[config.mk]
export PLATFORM = sky130hd
export DESIGN_NAME = lowmem_router
export DESIGN_NICKNAME = d
export VERILOG_FILES = /design/src/rtl/lowmem_pkg.sv /design/src/rtl/lowmem_smram_ctl.sv /design/src/rtl/lowmem_decode.sv /design/src/rtl/lowmem_resp_reg.sv /design/src/rtl/lowmem_router.sv
export SDC_FILE = /design/constraint.sdc
export NUM_CORES = 1
export LEC_CHECK = 0
export BUFFER_PORTS_ARGS = -buffer_cell sky130_fd_sc_hd__buf_2
export CAP_MARGIN = 20
export CORE_MARGIN = 4
export CORE_UTILIZATION = 42
export DETAILED_ROUTE_END_ITERATION = 16
export PLACE_DENSITY = 0.77
export SLEW_MARGIN = 15
export SYNTH_ARGS = -nofsm -noshare
export SYNTH_HDL_FRONTEND = slang
export SYNTH_HIERARCHICAL = 1
export SYNTH_SLANG_ARGS = --single-unit
[constraint.sdc]
create_clock -name clk -period 1.9 [get_ports clk]
set_clock_uncertainty 0.15 [all_clocks]
set_input_delay 0.285 -clock clk [delete_from_list [all_inputs] [get_ports clk]]
set_output_delay 0.285 -clock clk [all_outputs]
set_load 0.05 [all_outputs]
[src/rtl/lowmem_pkg.sv]
// Shared encodings for the low-memory router.
// Assumes: encodings are visible at the top-level ports, so they must stay fixed.
package lowmem_pkg;
    typedef enum logic [2:0] {
        TGT_RAM    = 3'd0,
        TGT_SHADOW = 3'd1,
        TGT_BIOS   = 3'd2,
        TGT_EXPROM = 3'd3,
        TGT_VGA    = 3'd4,
        TGT_FLOAT  = 3'd5,
        TGT_VETO   = 3'd6
    } target_e;

    typedef enum logic [1:0] {
        OP_READ  = 2'd0,
        OP_WRITE = 2'd1,
        OP_FETCH = 2'd2,
        OP_RMW   = 2'd3
    } op_e;
endpackage

[src/rtl/lowmem_smram_ctl.sv]
// SMRAM control bits loaded by a command strobe.
// Assumes: the cfg_* value inputs are meaningful only while cfg_we is high.
module lowmem_smram_ctl (
    input  logic clk,
    input  logic rst_n,
    input  logic cfg_we,
    input  logic cfg_open,
    input  logic cfg_enable,
    input  logic cfg_restrict,
    output logic sm_avail,
    output logic sm_en,
    output logic sm_data_ok
);
    logic sm_restr;

    // Hold or reload the three control bits on a command.
    always_ff @(posedge clk) begin
        if (!rst_n) begin
            sm_avail <= 1'b0;
            sm_en    <= 1'b0;
            sm_restr <= 1'b0;
        end else if (cfg_we) begin
            sm_avail <= cfg_open;
            sm_en    <= cfg_open & cfg_enable;
            sm_restr <= cfg_open & cfg_restrict;
        end
    end

    // Data accesses may use SMRAM when it is open and unlocked.
    always_comb sm_data_ok = sm_avail & (sm_en | ~sm_restr);


    smram_clear_chk: assert property (@(posedge clk) disable iff (!rst_n)
        (cfg_we && !cfg_open) |=> !sm_data_ok);

    smram_open_chk: assert property (@(posedge clk) disable iff (!rst_n)
        (cfg_we && cfg_open && cfg_enable) |=> (sm_data_ok && sm_avail));
endmodule

[src/rtl/lowmem_decode.sv]
// Combinational region decoder: classifies the address and applies the
// operation, SMM, SMRAM and shadow rules in a fixed priority.
// Assumes: MEM_MB >= 1, SEG_CNT is a power of two between 2 and 256,
// BIOS_BYTES and EXP_BYTES are powers of two no larger than 128 KiB.
module lowmem_decode
    import lowmem_pkg::*;
#(
    parameter int ADDR_W     = 32,
    parameter int MEM_MB     = 16,
    parameter int BIOS_BYTES = 131072,
    parameter int EXP_BYTES  = 131072,
    parameter int SEG_CNT    = 16,
    parameter int OFF_W      = 18
) (
    input  logic [ADDR_W-1:0]  addr,
    input  logic [1:0]         op,
    input  logic               smm,
    input  logic               mmio,
    input  logic               shadow_on,
    input  logic [SEG_CNT-1:0] shadow_attr,
    input  logic               sm_avail,
    input  logic               sm_en,
    output target_e            tgt,
    output logic [OFF_W-1:0]   off,
    output logic               err
);
    localparam int SEG_IDX_W = $clog2(SEG_CNT);
    localparam int SEG_SHIFT = 18 - SEG_IDX_W;
    localparam logic [ADDR_W:0] MEM_LIMIT = (ADDR_W+1)'(MEM_MB) << 20;
    localparam logic [ADDR_W:0] TOP_BASE  = {1'b1, {ADDR_W{1'b0}}} - (ADDR_W+1)'(BIOS_BYTES);
    localparam logic [ADDR_W-1:0] BIOS_MASK = ADDR_W'(BIOS_BYTES - 1);
    localparam logic [ADDR_W-1:0] EXP_MASK  = ADDR_W'(EXP_BYTES - 1);

    logic               in_win, in_rom, below_mem, in_top, is_wr, is_fx;
    logic [SEG_CNT-1:0] seg_pick;
    logic               attr_sel;
    target_e            rom_tgt;
    logic [OFF_W-1:0]   rom_off;

    // One comparator per shadow segment picks the attribute bit.
    for (genvar i = 0; i < SEG_CNT; i++) begin : g_seg
        assign seg_pick[i] = (addr[17:SEG_SHIFT] == SEG_IDX_W'(i)) & shadow_attr[i];
    end

    // Classify the address and the operation.
    always_comb begin
        in_win    = addr[ADDR_W-1:17] == (ADDR_W-17)'(5);
        in_rom    = addr[ADDR_W-1:18] == (ADDR_W-18)'(3);
        below_mem = {1'b0, addr} < MEM_LIMIT;
        in_top    = {1'b0, addr} >= TOP_BASE;
        is_wr     = op[0];
        is_fx     = (op == OP_FETCH);
        attr_sel  = |seg_pick;
    end

    // Select BIOS or expansion ROM and its offset in the combined image.
    always_comb begin
        if (addr[17]) begin
            rom_tgt = TGT_BIOS;
            rom_off = OFF_W'(addr & BIOS_MASK);
        end else begin
            rom_tgt = TGT_EXPROM;
            rom_off = OFF_W'(BIOS_BYTES) + OFF_W'(addr & EXP_MASK);
        end
    end

    // Apply the routing rules in priority order.
    always_comb begin
        tgt = TGT_VETO;
        off = '0;
        err = 1'b0;
        if (mmio) begin
            tgt = TGT_VETO;
        end else if (in_win) begin
            if (is_fx)
                tgt = (sm_avail && (sm_en || smm)) ? TGT_RAM : TGT_VGA;
            else if (is_wr)
                tgt = sm_en ? TGT_RAM : TGT_VGA;
            else
                tgt = (sm_en || smm) ? TGT_RAM : TGT_VGA;
        end else if (is_wr) begin
            if (!below_mem || in_top || in_rom)
                tgt = TGT_VETO;
            else
                tgt = TGT_RAM;
        end else if (in_rom) begin
            if (shadow_on && attr_sel) begin
                tgt = TGT_SHADOW;
            end else begin
                tgt = rom_tgt;
                off = rom_off;
            end
        end else if (below_mem) begin
            tgt = TGT_RAM;
        end else if (in_top) begin
            tgt = TGT_BIOS;
            off = OFF_W'(addr & BIOS_MASK);
        end else begin
            tgt = TGT_FLOAT;
            err = 1'b1;
        end
    end
endmodule

[src/rtl/lowmem_resp_reg.sv]
// Request acceptance and the result register stage.
// Assumes: the result of a request is wanted one cycle after acceptance, and
// the consumer does not stall.
module lowmem_resp_reg
    import lowmem_pkg::*;
#(
    parameter int OFF_W = 18
) (
    input  logic             clk,
    input  logic             rst_n,
    input  logic             req_valid,
    output logic             req_ready,
    input  logic             acc_mmio,
    input  logic             acc_wr,
    input  target_e          d_tgt,
    input  logic [OFF_W-1:0] d_off,
    input  logic             d_err,
    output logic             rsp_valid,
    output target_e          rsp_tgt,
    output logic [OFF_W-1:0] rsp_off,
    output logic             rsp_err
);
    logic acc;

    // A request is taken whenever it meets ready.
    always_comb acc = req_valid & req_ready;

    // Raise ready after reset and capture the decoded route on acceptance.
    always_ff @(posedge clk) begin
        if (!rst_n) begin
            req_ready <= 1'b0;
            rsp_valid <= 1'b0;
            rsp_tgt   <= TGT_VETO;
            rsp_off   <= '0;
            rsp_err   <= 1'b0;
        end else begin
            req_ready <= 1'b1;
            rsp_valid <= acc;
            if (acc) begin
                rsp_tgt <= d_tgt;
                rsp_off <= d_off;
                rsp_err <= d_err;
            end
        end
    end


    resp_follows_req_chk: assert property (@(posedge clk) disable iff (!rst_n)
        rsp_valid |-> $past(req_valid && req_ready));

    mmio_veto_chk: assert property (@(posedge clk) disable iff (!rst_n)
        (acc && acc_mmio) |=> (rsp_valid && rsp_tgt == TGT_VETO));

    write_target_chk: assert property (@(posedge clk) disable iff (!rst_n)
        (acc && acc_wr) |=> (rsp_tgt == TGT_RAM || rsp_tgt == TGT_VGA || rsp_tgt == TGT_VETO));

    off_zero_chk: assert property (@(posedge clk) disable iff (!rst_n)
        (rsp_valid && rsp_tgt != TGT_BIOS && rsp_tgt != TGT_EXPROM) |-> (rsp_off == '0));

    float_err_chk: assert property (@(posedge clk) disable iff (!rst_n)
        rsp_valid |-> (rsp_err == (rsp_tgt == TGT_FLOAT)));
endmodule

[src/rtl/lowmem_router.sv]
// Top level: SMRAM control, region decoder and result register.
// Assumes: MEM_MB is the installed size in whole MiB, at least 1.
module lowmem_router
    import lowmem_pkg::*;
#(
    parameter int ADDR_W     = 32,
    parameter int MEM_MB     = 16,
    parameter int BIOS_BYTES = 131072,
    parameter int EXP_BYTES  = 131072,
    parameter int SEG_CNT    = 16,
    parameter int OFF_W      = $clog2(BIOS_BYTES + EXP_BYTES)
) (
    input  logic               clk,
    input  logic               rst_n,
    input  logic               req_valid,
    output logic               req_ready,
    input  logic [ADDR_W-1:0]  req_addr,
    input  logic [1:0]         req_op,
    input  logic               req_smm,
    input  logic               mmio_hit,
    input  logic               shadow_on,
    input  logic [SEG_CNT-1:0] shadow_rd_attr,
    input  logic               cfg_we,
    input  logic               cfg_open,
    input  logic               cfg_enable,
    input  logic               cfg_restrict,
    output logic               smram_data_ok,
    output logic               rsp_valid,
    output logic [2:0]         rsp_target,
    output logic [OFF_W-1:0]   rsp_rom_off,
    output logic               rsp_oor
);
    logic             sm_avail, sm_en;
    target_e          d_tgt, q_tgt;
    logic [OFF_W-1:0] d_off;
    logic             d_err;

    lowmem_smram_ctl u_smram (
        .clk(clk), .rst_n(rst_n),
        .cfg_we(cfg_we), .cfg_open(cfg_open),
        .cfg_enable(cfg_enable), .cfg_restrict(cfg_restrict),
        .sm_avail(sm_avail), .sm_en(sm_en), .sm_data_ok(smram_data_ok)
    );

    lowmem_decode #(
        .ADDR_W(ADDR_W), .MEM_MB(MEM_MB), .BIOS_BYTES(BIOS_BYTES),
        .EXP_BYTES(EXP_BYTES), .SEG_CNT(SEG_CNT), .OFF_W(OFF_W)
    ) u_dec (
        .addr(req_addr), .op(req_op), .smm(req_smm), .mmio(mmio_hit),
        .shadow_on(shadow_on), .shadow_attr(shadow_rd_attr),
        .sm_avail(sm_avail), .sm_en(sm_en),
        .tgt(d_tgt), .off(d_off), .err(d_err)
    );

    lowmem_resp_reg #(.OFF_W(OFF_W)) u_rsp (
        .clk(clk), .rst_n(rst_n),
        .req_valid(req_valid), .req_ready(req_ready),
        .acc_mmio(mmio_hit), .acc_wr(req_op[0]),
        .d_tgt(d_tgt), .d_off(d_off), .d_err(d_err),
        .rsp_valid(rsp_valid), .rsp_tgt(q_tgt),
        .rsp_off(rsp_rom_off), .rsp_err(rsp_oor)
    );

    // Present the target code as a plain vector.
    always_comb rsp_target = q_tgt;
endmodule

==> impl_metrics.xml, run 1 <==
<?xml version="1.0" encoding="UTF-8"?>
<metrics>
  <group name="synth">
    <metric name="synth-warning-count" unit="">6</metric>
    <metric name="ys_ff_latch" unit="">27</metric>
    <metric name="synth-compound-area-share" unit="%">15.6</metric>
    <metric name="synthTopCellsByCount" unit="">27 x dfxtp_1, 27 x nand2_1, 26 x nand4_1, 20 x o21ai_1</metric>
    <metric name="synth.mux.area_fraction" unit="%">5.71</metric>
    <metric name="post_synth_and_or_nand_nor_area_fraction" unit="%">40.5</metric>
    <metric name="synthAdderAreaFrac" unit="%">0</metric>
    <metric name="synth.top_cell.area_share" unit="%">30.9</metric>
    <metric name="synth_fp_nets" unit="">258</metric>
    <metric name="synth_top_family_by_area" unit="">simple AND/OR/NAND/NOR gates</metric>
    <metric name="postSynth.asyncResetShare" unit="%">0</metric>
    <metric name="postSynthCellCount" unit="">198</metric>
    <metric name="netlist_top_cells_area" unit="">dfxtp_1 31%, nand4_1 9.3%, nor4b_2 8.6%</metric>
    <metric name="mappedNetlistArea" unit="mm2">0.00175</metric>
    <metric name="ys_dominant_reg_cell" unit="">dfxtp_1</metric>
    <metric name="postSynthAreaPerCell" unit="um2">8.85</metric>
    <metric name="yosys.cell_types.count" unit="">46</metric>
    <metric name="yosysTopAreaCell" unit="">dfxtp_1</metric>
    <metric name="synth-xor-area-share" unit="%">0</metric>
    <metric name="synth_edf_count" unit="">0</metric>
    <metric name="synth.yosys.seq_area_share" unit="%">30.9</metric>
  </group>
  <group name="flow_run">
    <metric name="max_cap_viols" unit="">0</metric>
  </group>
  <group name="placed_design">
    <metric name="placement.io_buffers" unit="">84</metric>
    <metric name="place.detailed.hpwl" unit="um">3760</metric>
    <metric name="gp_congestion" unit="">0.824</metric>
  </group>
  <group name="floorplan">
    <metric name="die_x" unit="um">72.6</metric>
    <metric name="coreArea" unit="mm2">0.00403</metric>
    <metric name="initial_core_util" unit="%">43.5</metric>
    <metric name="die-area" unit="mm2">0.00527</metric>
    <metric name="die_h" unit="um">72.6</metric>
    <metric name="top_level_i_o_count" unit="">85</metric>
    <metric name="num_rows" unit="">23</metric>
  </group>
  <group name="drt">
    <metric name="drt_pass1_iterations" unit="">4</metric>
    <metric name="route.detailed.vias_per_inst" unit="">5.49</metric>
    <metric name="overall_via_count_from_detail_route" unit="">1909</metric>
    <metric name="post_drt_wl_per_cell" unit="um">15.1</metric>
    <metric name="postRouteAntennaNets" unit="">0</metric>
    <metric name="post_route_wl" unit="um">5270</metric>
    <metric name="drc_errors" unit="">0</metric>
    <metric name="drt_iter0_drc" unit="">81</metric>
  </group>
  <group name="sta">
    <metric name="timing_worst_slew_pin_value" unit="ns">0.427</metric>
    <metric name="timing_hold_violations_final" unit="">0</metric>
    <metric name="totalNegativeSetupSlack" unit="ns">0</metric>
    <metric name="report.final.slew_viol_count" unit="">0</metric>
    <metric name="timing.final.crit_period" unit="ns">1.83</metric>
    <metric name="max_slew_margin_vs_limit" unit="%">71.5</metric>
    <metric name="timing_limited_maximum_frequency" unit="GHz">0.546</metric>
    <metric name="setup_viol" unit="">0</metric>
    <metric name="timing.final.crit_share" unit="%">96.4</metric>
    <metric name="final.hold.worst_slack" unit="ns">0.112</metric>
  </group>
  <group name="critical_path">
    <metric name="cp_num_buf_inv" unit="">3</metric>
    <metric name="worst_path_arrival_time" unit="ns">1.89</metric>
    <metric name="r2r_cells" unit="">5</metric>
    <metric name="cp.required" unit="ns">1.95</metric>
    <metric name="timing.critical_path.slowest_stage_cell" unit="">nor4_2</metric>
    <metric name="setup.worst_path.start_class" unit="">input port</metric>
    <metric name="setup.worst_path.class" unit="">in2reg</metric>
    <metric name="timing.rr.start" unit="">u_smram/sm_avail$_SDFFE_PN0P_</metric>
    <metric name="regToRegEndpoint" unit="">u_rsp/rsp_tgt[2]$_SDFFE_PN1P_</metric>
    <metric name="reg2reg_setup_slack" unit="ns">0.77</metric>
    <metric name="setup.worst_path.end_class" unit="">register</metric>
    <metric name="path_max_fanout" unit="">8</metric>
    <metric name="crit_chain" unit="">buf_2 -&gt; nor4_2 -&gt; buf_4 -&gt; and4_4 -&gt; o32ai_4 -&gt; clkbuf_16 -&gt; nor4b_2 -&gt; nand4_1 -&gt; o21ai_1</metric>
    <metric name="crit_path_max_delay_family" unit="">simple AND/OR/NAND/NOR gates</metric>
    <metric name="cpPeakStageDelay" unit="ns">0.27</metric>
  </group>
  <group name="layout">
    <metric name="area_growth" unit="%">49.1</metric>
    <metric name="finish.utilization" unit="%">64.8</metric>
    <metric name="filler_cells" unit="">347</metric>
    <metric name="post_route_cells_drive_above_1_share" unit="%">50.7</metric>
    <metric name="antennaDiodeCount" unit="">0</metric>
    <metric name="layout.nets" unit="">359</metric>
  </group>
  <group name="hold_path">
    <metric name="timing.hold.worst.class" unit="">in2reg</metric>
    <metric name="hold-path-endpoint" unit="">u_smram/sm_en$_SDFFE_PN0P_</metric>
    <metric name="whs_path_depth" unit="">3</metric>
    <metric name="worst_hold_startpoint" unit="">cfg_enable</metric>
  </group>
  <group name="clock_tree">
    <metric name="max-clock-path-buffers" unit="">2</metric>
    <metric name="clock_tree.htree_level_count" unit="">1</metric>
    <metric name="tritoncts" unit="">yes</metric>
    <metric name="clk_latency_worst_skew_pair" unit="ns">0.26</metric>
    <metric name="clock_sinks" unit="">27</metric>
    <metric name="tritoncts.num_buffers" unit="">3</metric>
    <metric name="root_buffer" unit="">clkbuf_8</metric>
    <metric name="clkSlewWorstSetupHoldPaths" unit="ns">0.10</metric>
  </group>
  <group name="grt">
    <metric name="grt_antenna_before_repair" unit="">0</metric>
    <metric name="first_global_vias" unit="">1795</metric>
    <metric name="grt_first_pass_wirelength" unit="um">7930</metric>
    <metric name="grt_start_max_net_pins" unit="">28</metric>
    <metric name="global_route.overflow_total" unit="">0</metric>
    <metric name="grt_use_total" unit="%">18.2</metric>
  </group>
  <group name="power_and_ir_drop">
    <metric name="leakagePower" unit="nW">1.13</metric>
    <metric name="power.ir.vdd_worst" unit="V">0.000344</metric>
    <metric name="power_per_cell_area" unit="mW/mm2">469</metric>
    <metric name="p_total" unit="mW">1.22</metric>
  </group>
  <group name="status">
    <metric name="run_status" unit="">finished, final reports clean</metric>
  </group>
</metrics>
[placed cells by master, fill, tap and decap left out, types with 2 or more instances in the layout]
cell type | synthesis | layout
buf_2 | 10 | 83
nand2_1 | 27 | 27
dfxtp_1 | 27 | 27
nand4_1 | 26 | 26
buf_4 | 3 | 23
o21ai_1 | 20 | 20
nor4b_2 | 10 | 9
nor4b_4 | 0 | 6
buf_12 | 0 | 5
inv_1 | 5 | 5
nor2_1 | 5 | 5
mux2_2 | 4 | 4
mux2i_1 | 4 | 4
a21oi_1 | 4 | 4
clkbuf_8 | 0 | 3
nand2b_1 | 3 | 3
nor4_2 | 2 | 3
nand3_1 | 3 | 3
clkbuf_16 | 0 | 2
and3_1 | 2 | 2
o31ai_1 | 2 | 2
nor4_4 | 2 | 2
or4_1 | 2 | 2
nor4b_1 | 7 | 2
o211ai_2 | 2 | 2
nand3b_1 | 2 | 2
[registers in the layout, indices dropped and copies added (netlist names)]
name and flops:
u_rsp/req_ready 1, u_rsp/rsp_err 1, u_rsp/rsp_off 18, u_rsp/rsp_tgt 3
u_rsp/rsp_valid 1, u_smram/sm_avail 1, u_smram/sm_en 1, u_smram/sm_restr 1
[worst max-delay path by stage]
stage	startpoint	end	slack (ns)	depth (start not counted)
floorplan	req_addr[14]	u_rsp/rsp_off[7]$_SDFFE_PN0P_	-0.002	8
global placement	req_addr[14]	u_rsp/rsp_off[0]$_SDFFE_PN0P_	-0.42	7
detailed placement	req_addr[14]	u_rsp/rsp_off[0]$_SDFFE_PN0P_	-0.48	7
CTS	req_addr[14]	u_rsp/rsp_off[6]$_SDFFE_PN0P_	0.006	9
global route	req_addr[24]	u_rsp/rsp_off[6]$_SDFFE_PN0P_	-0.02	9
finish	req_addr[30]	u_rsp/rsp_off[6]$_SDFFE_PN0P_	0.07	9
[routing by layer]
metal	track usage, %	part of all wire [%]	wire length (um)
met5	0	0	0
met2	30.6	50	2640
met4	5.12	0.97	51
met1	23.8	41	2180
met3	3.31	7.6	400
[metrics by stage]
step | std cells | setup slack [ns] | area [um2]
floorplan | 198 | -0.00204 | 1780
global placement | 340 | -0.420 | 2370
detailed placement | 340 | -0.484 | 2370
CTS | 346 | 0.00607 | 2460
global route | 348 | -0.0233 | 2610
finish | 348 | 0.0683 | 2610
[area by class of cell]
| cell class | count | area [um2] | area share [%] |
|---|---|---|---|
| inverters | 5 | 18.8 | 0.719 |
| multi-input cells | 149 | 1200 | 46.0 |
| well taps | 50 | 62.6 | 2.40 |
| clock buffers | 3 | 41.3 | 1.58 |
| repair buffers | 113 | 738 | 28.3 |
| clock inverters | 1 | 7.51 | 0.287 |
| flip-flops and latches | 27 | 541 | 20.7 |
[tightest hold or removal path: cells and delay by family]
| family | cells | cell delay [ns] |
|---|---|---|
| simple gates | 2 | 0.14 |
| buf+inv | 1 | 0.08 |
[logic make-up after synthesis]
kind of cell           Yosys count
AOI/OAI and AO/OA               39
buffers and inverters           22
muxes                            9
and+or+nand+nor                101
DFF                             27
[power breakdown]
group	leakage, nW	total [mW]	internal, mW	switching [mW]
combinational	0.892	0.318	0.144	0.174
sequential	0.219	0.579	0.574	0.00498
clock	0.0217	0.326	0.148	0.178
[what timing repair did]
item                       4_1_cts  5_1_grt
pin swaps                        2       12
setup endpoints to repair       17       15
buffers inserted                 2        1
gates cloned                     0        2
hold buffers                     0        0
gates resized for setup          2       14
Power figures use the tool's default switching activity.
==> inputs of run 2 (changes only) <==
Settings changed: PLACE_DENSITY 0.77 to not set, PLACE_DENSITY_LB_ADDON set to 0.1.
==> run 2 against run 1 <==
Count of clock-buffer cells in the layout grew 1. Wire length shrank 7.6%. First-iteration DRC count rose by 8.6%. Non-clock buffer count grew 2. Combinational power fell by 3%. Register-to-register slack worse by 0.08 ns. Fmax up 1.6%. Clock power barely moved. Critical path type unchanged.
==> impl_metrics.xml, run 2 (synthesis results as in run 1) <==
<?xml version="1.0" encoding="UTF-8"?>
<metrics>
  <group name="status">
    <metric name="run_status" unit="">finished, final reports clean</metric>
  </group>
  <group name="power_and_ir_drop">
    <metric name="p_switching" unit="mW">0.347</metric>
    <metric name="p_total" unit="mW">1.21</metric>
    <metric name="power.sequential.fraction" unit="%">47.9</metric>
    <metric name="leakagePower" unit="nW">1.08</metric>
    <metric name="switching_share" unit="%">28.6</metric>
    <metric name="p_int" unit="mW">0.864</metric>
    <metric name="clk_network_pwr_share" unit="%">26.7</metric>
    <metric name="power_per_cell_area" unit="mW/mm2">483</metric>
    <metric name="comb_power_share" unit="%">25.3</metric>
    <metric name="power.ir.vdd_worst" unit="V">0.000417</metric>
  </group>
  <group name="hold_path">
    <metric name="timing.hold.worst.class" unit="">in2reg</metric>
  </group>
  <group name="floorplan">
    <metric name="die_x" unit="um">72.6</metric>
    <metric name="initial_core_util" unit="%">43.5</metric>
    <metric name="coreArea" unit="mm2">0.00403</metric>
    <metric name="die_h" unit="um">72.6</metric>
    <metric name="die-area" unit="mm2">0.00527</metric>
    <metric name="num_rows" unit="">23</metric>
    <metric name="top_level_i_o_count" unit="">85</metric>
  </group>
  <group name="drt">
    <metric name="post_drt_wl_per_cell" unit="um">13.9</metric>
    <metric name="drc_errors" unit="">0</metric>
    <metric name="postRouteAntennaNets" unit="">0</metric>
    <metric name="drt_iter0_drc" unit="">88</metric>
    <metric name="drt_pass1_iterations" unit="">4</metric>
    <metric name="post_route_wl" unit="um">4860</metric>
    <metric name="overall_via_count_from_detail_route" unit="">1850</metric>
    <metric name="route.detailed.vias_per_inst" unit="">5.29</metric>
  </group>
  <group name="layout">
    <metric name="post_route_cells_drive_above_1_share" unit="%">49.7</metric>
    <metric name="antennaDiodeCount" unit="">0</metric>
    <metric name="area_growth" unit="%">43.1</metric>
    <metric name="filler_cells" unit="">373</metric>
    <metric name="max_flop_register" unit="">u_rsp/rsp_off</metric>
    <metric name="sequential_cell_area" unit="um2">541</metric>
    <metric name="multi_input_area" unit="mm2">0.00115</metric>
    <metric name="largest_registers" unit="">u_rsp/rsp_off x18, u_rsp/rsp_tgt x3</metric>
    <metric name="layout.nets" unit="">361</metric>
    <metric name="layout_common_cells" unit="">83 x buf_2, 28 x buf_4, 27 x nand2_1, 27 x dfxtp_1, 26 x nand4_1</metric>
    <metric name="number_of_flip_flops_under_the_largest_register_name" unit="">18</metric>
    <metric name="most_frequent_standard_cell_in_the_layout_excluding_fill_and_tap_cells" unit="">buf_2</metric>
  </group>
  <group name="clock_tree">
    <metric name="root_buffer" unit="">clkbuf_8</metric>
    <metric name="clk_latency_worst_skew_pair" unit="ns">0.26</metric>
    <metric name="clock_sinks" unit="">27</metric>
    <metric name="clkSlewWorstSetupHoldPaths" unit="ns">0.09</metric>
    <metric name="tritoncts" unit="">yes</metric>
    <metric name="clock_tree.htree_level_count" unit="">1</metric>
    <metric name="max-clock-path-buffers" unit="">2</metric>
    <metric name="tritoncts.num_buffers" unit="">3</metric>
  </group>
  <group name="sta">
    <metric name="timing.final.crit_period" unit="ns">1.80</metric>
    <metric name="timing_hold_violations_final" unit="">0</metric>
    <metric name="max_slew_margin_vs_limit" unit="%">74.9</metric>
    <metric name="timing.final.crit_share" unit="%">94.9</metric>
    <metric name="totalNegativeSetupSlack" unit="ns">0</metric>
    <metric name="final.setup.worst_slack" unit="ns">0.0966</metric>
    <metric name="timing_worst_slew_pin_value" unit="ns">0.376</metric>
    <metric name="setup_viol" unit="">0</metric>
    <metric name="report.final.slew_viol_count" unit="">0</metric>
    <metric name="timing_limited_maximum_frequency" unit="GHz">0.555</metric>
  </group>
  <group name="flow_run">
    <metric name="max_cap_viols" unit="">0</metric>
  </group>
  <group name="critical_path">
    <metric name="setup.worst_path.class" unit="">in2reg</metric>
    <metric name="path_max_fanout" unit="">17</metric>
    <metric name="reg2reg_setup_slack" unit="ns">0.69</metric>
    <metric name="setup.worst_path.end_class" unit="">register</metric>
    <metric name="setup.worst_path.start_class" unit="">input port</metric>
    <metric name="cp.required" unit="ns">1.96</metric>
    <metric name="worst_path_arrival_time" unit="ns">1.86</metric>
  </group>
  <group name="grt">
    <metric name="global_route.overflow_total" unit="">0</metric>
    <metric name="grt_start_max_net_pins" unit="">30</metric>
    <metric name="first_global_vias" unit="">1752</metric>
    <metric name="grt_use_total" unit="%">17.8</metric>
    <metric name="grt_first_pass_wirelength" unit="um">7740</metric>
    <metric name="grt_antenna_before_repair" unit="">0</metric>
  </group>
  <group name="placed_design">
    <metric name="placement.io_buffers" unit="">84</metric>
    <metric name="gp_congestion" unit="">0.711</metric>
    <metric name="detailedPlace.worstSlack" unit="ns">-0.475</metric>
    <metric name="place.detailed.hpwl" unit="um">3650</metric>
  </group>
</metrics>
run 2: per-stage QoR:
| stage | cell area (um2) | hold WS (ns) | cells | util [%] |
|---|---|---|---|---|
| 2_1_floorplan | 1780 | 0.163 | 198 | - |
| 3_3_place_gp | 2380 | 0.285 | 343 | 59.0 |
| 3_5_place_dp | 2380 | 0.288 | 343 | 59.0 |
| 4_1_cts | 2460 | 0.0998 | 349 | 61.1 |
| 5_1_grt | 2510 | 0.118 | 350 | 62.2 |
| 6_report | 2510 | 0.106 | 350 | 62.2 |
run 2: worst paths after layout:
kind,startpoint,endpoint,cells past startpoint
worst min register to register,u_rsp/rsp_off[7]$_SDFFE_PN0P_,u_rsp/rsp_off[7]$_SDFFE_PN0P_,2
worst min-delay path,cfg_enable,u_smram/sm_en$_SDFFE_PN0P_,3
worst max register to register,u_rsp/req_ready$_DFF_P_,u_rsp/rsp_tgt[1]$_SDFFE_PN1P_,3
worst max-delay path,req_addr[14],u_rsp/rsp_off[1]$_SDFFE_PN0P_,8
run 2: power by group through the flow:
stage / clock [mW] / combinational, mW / sequential [mW]
floorplan: 0 / 0.141 / 0.613
global placement: 0 / 0.291 / 0.594
detailed placement: 0 / 0.292 / 0.594
CTS: 0.337 / 0.299 / 0.580
global route: 0.351 / 0.332 / 0.582
finish: 0.324 / 0.307 / 0.581
run 2: layout make-up:
| class | count | share of cell area (%) |
|---|---|---|
| Clock buffer | 4 | 1.80 |
| Timing Repair Buffer | 115 | 27.6 |
| Sequential cell | 27 | 21.6 |
| Tap cell | 50 | 2.50 |
| Multi-Input combinational cell | 149 | 45.8 |
| Inverter | 5 | 0.749 |
run 2: per-layer routing:
layer	share of wire, %	global-route usage, %	vias up
li1	-	-	962
met1	46	23.1	835
met5	0	0	-
met2	47	31.4	51
met3	6.9	3.99	2
met4	0.27	1.23	0
run 2: critical path, cell delays in order:
cell      delay (ns)
clkbuf_4        0.17
mux2_4          0.33
o311ai_4        0.28
o32ai_4         0.13
buf_12          0.17
nor4b_1         0.29
nand4_1         0.12
o21ai_1         0.08
run 2: timing repair:
action,4_1_cts,5_1_grt
buffers inserted,2,1
pin swaps,2,2
hold buffers,0,0
endpoints found under the setup margin,17,10
gates resized for setup,0,6
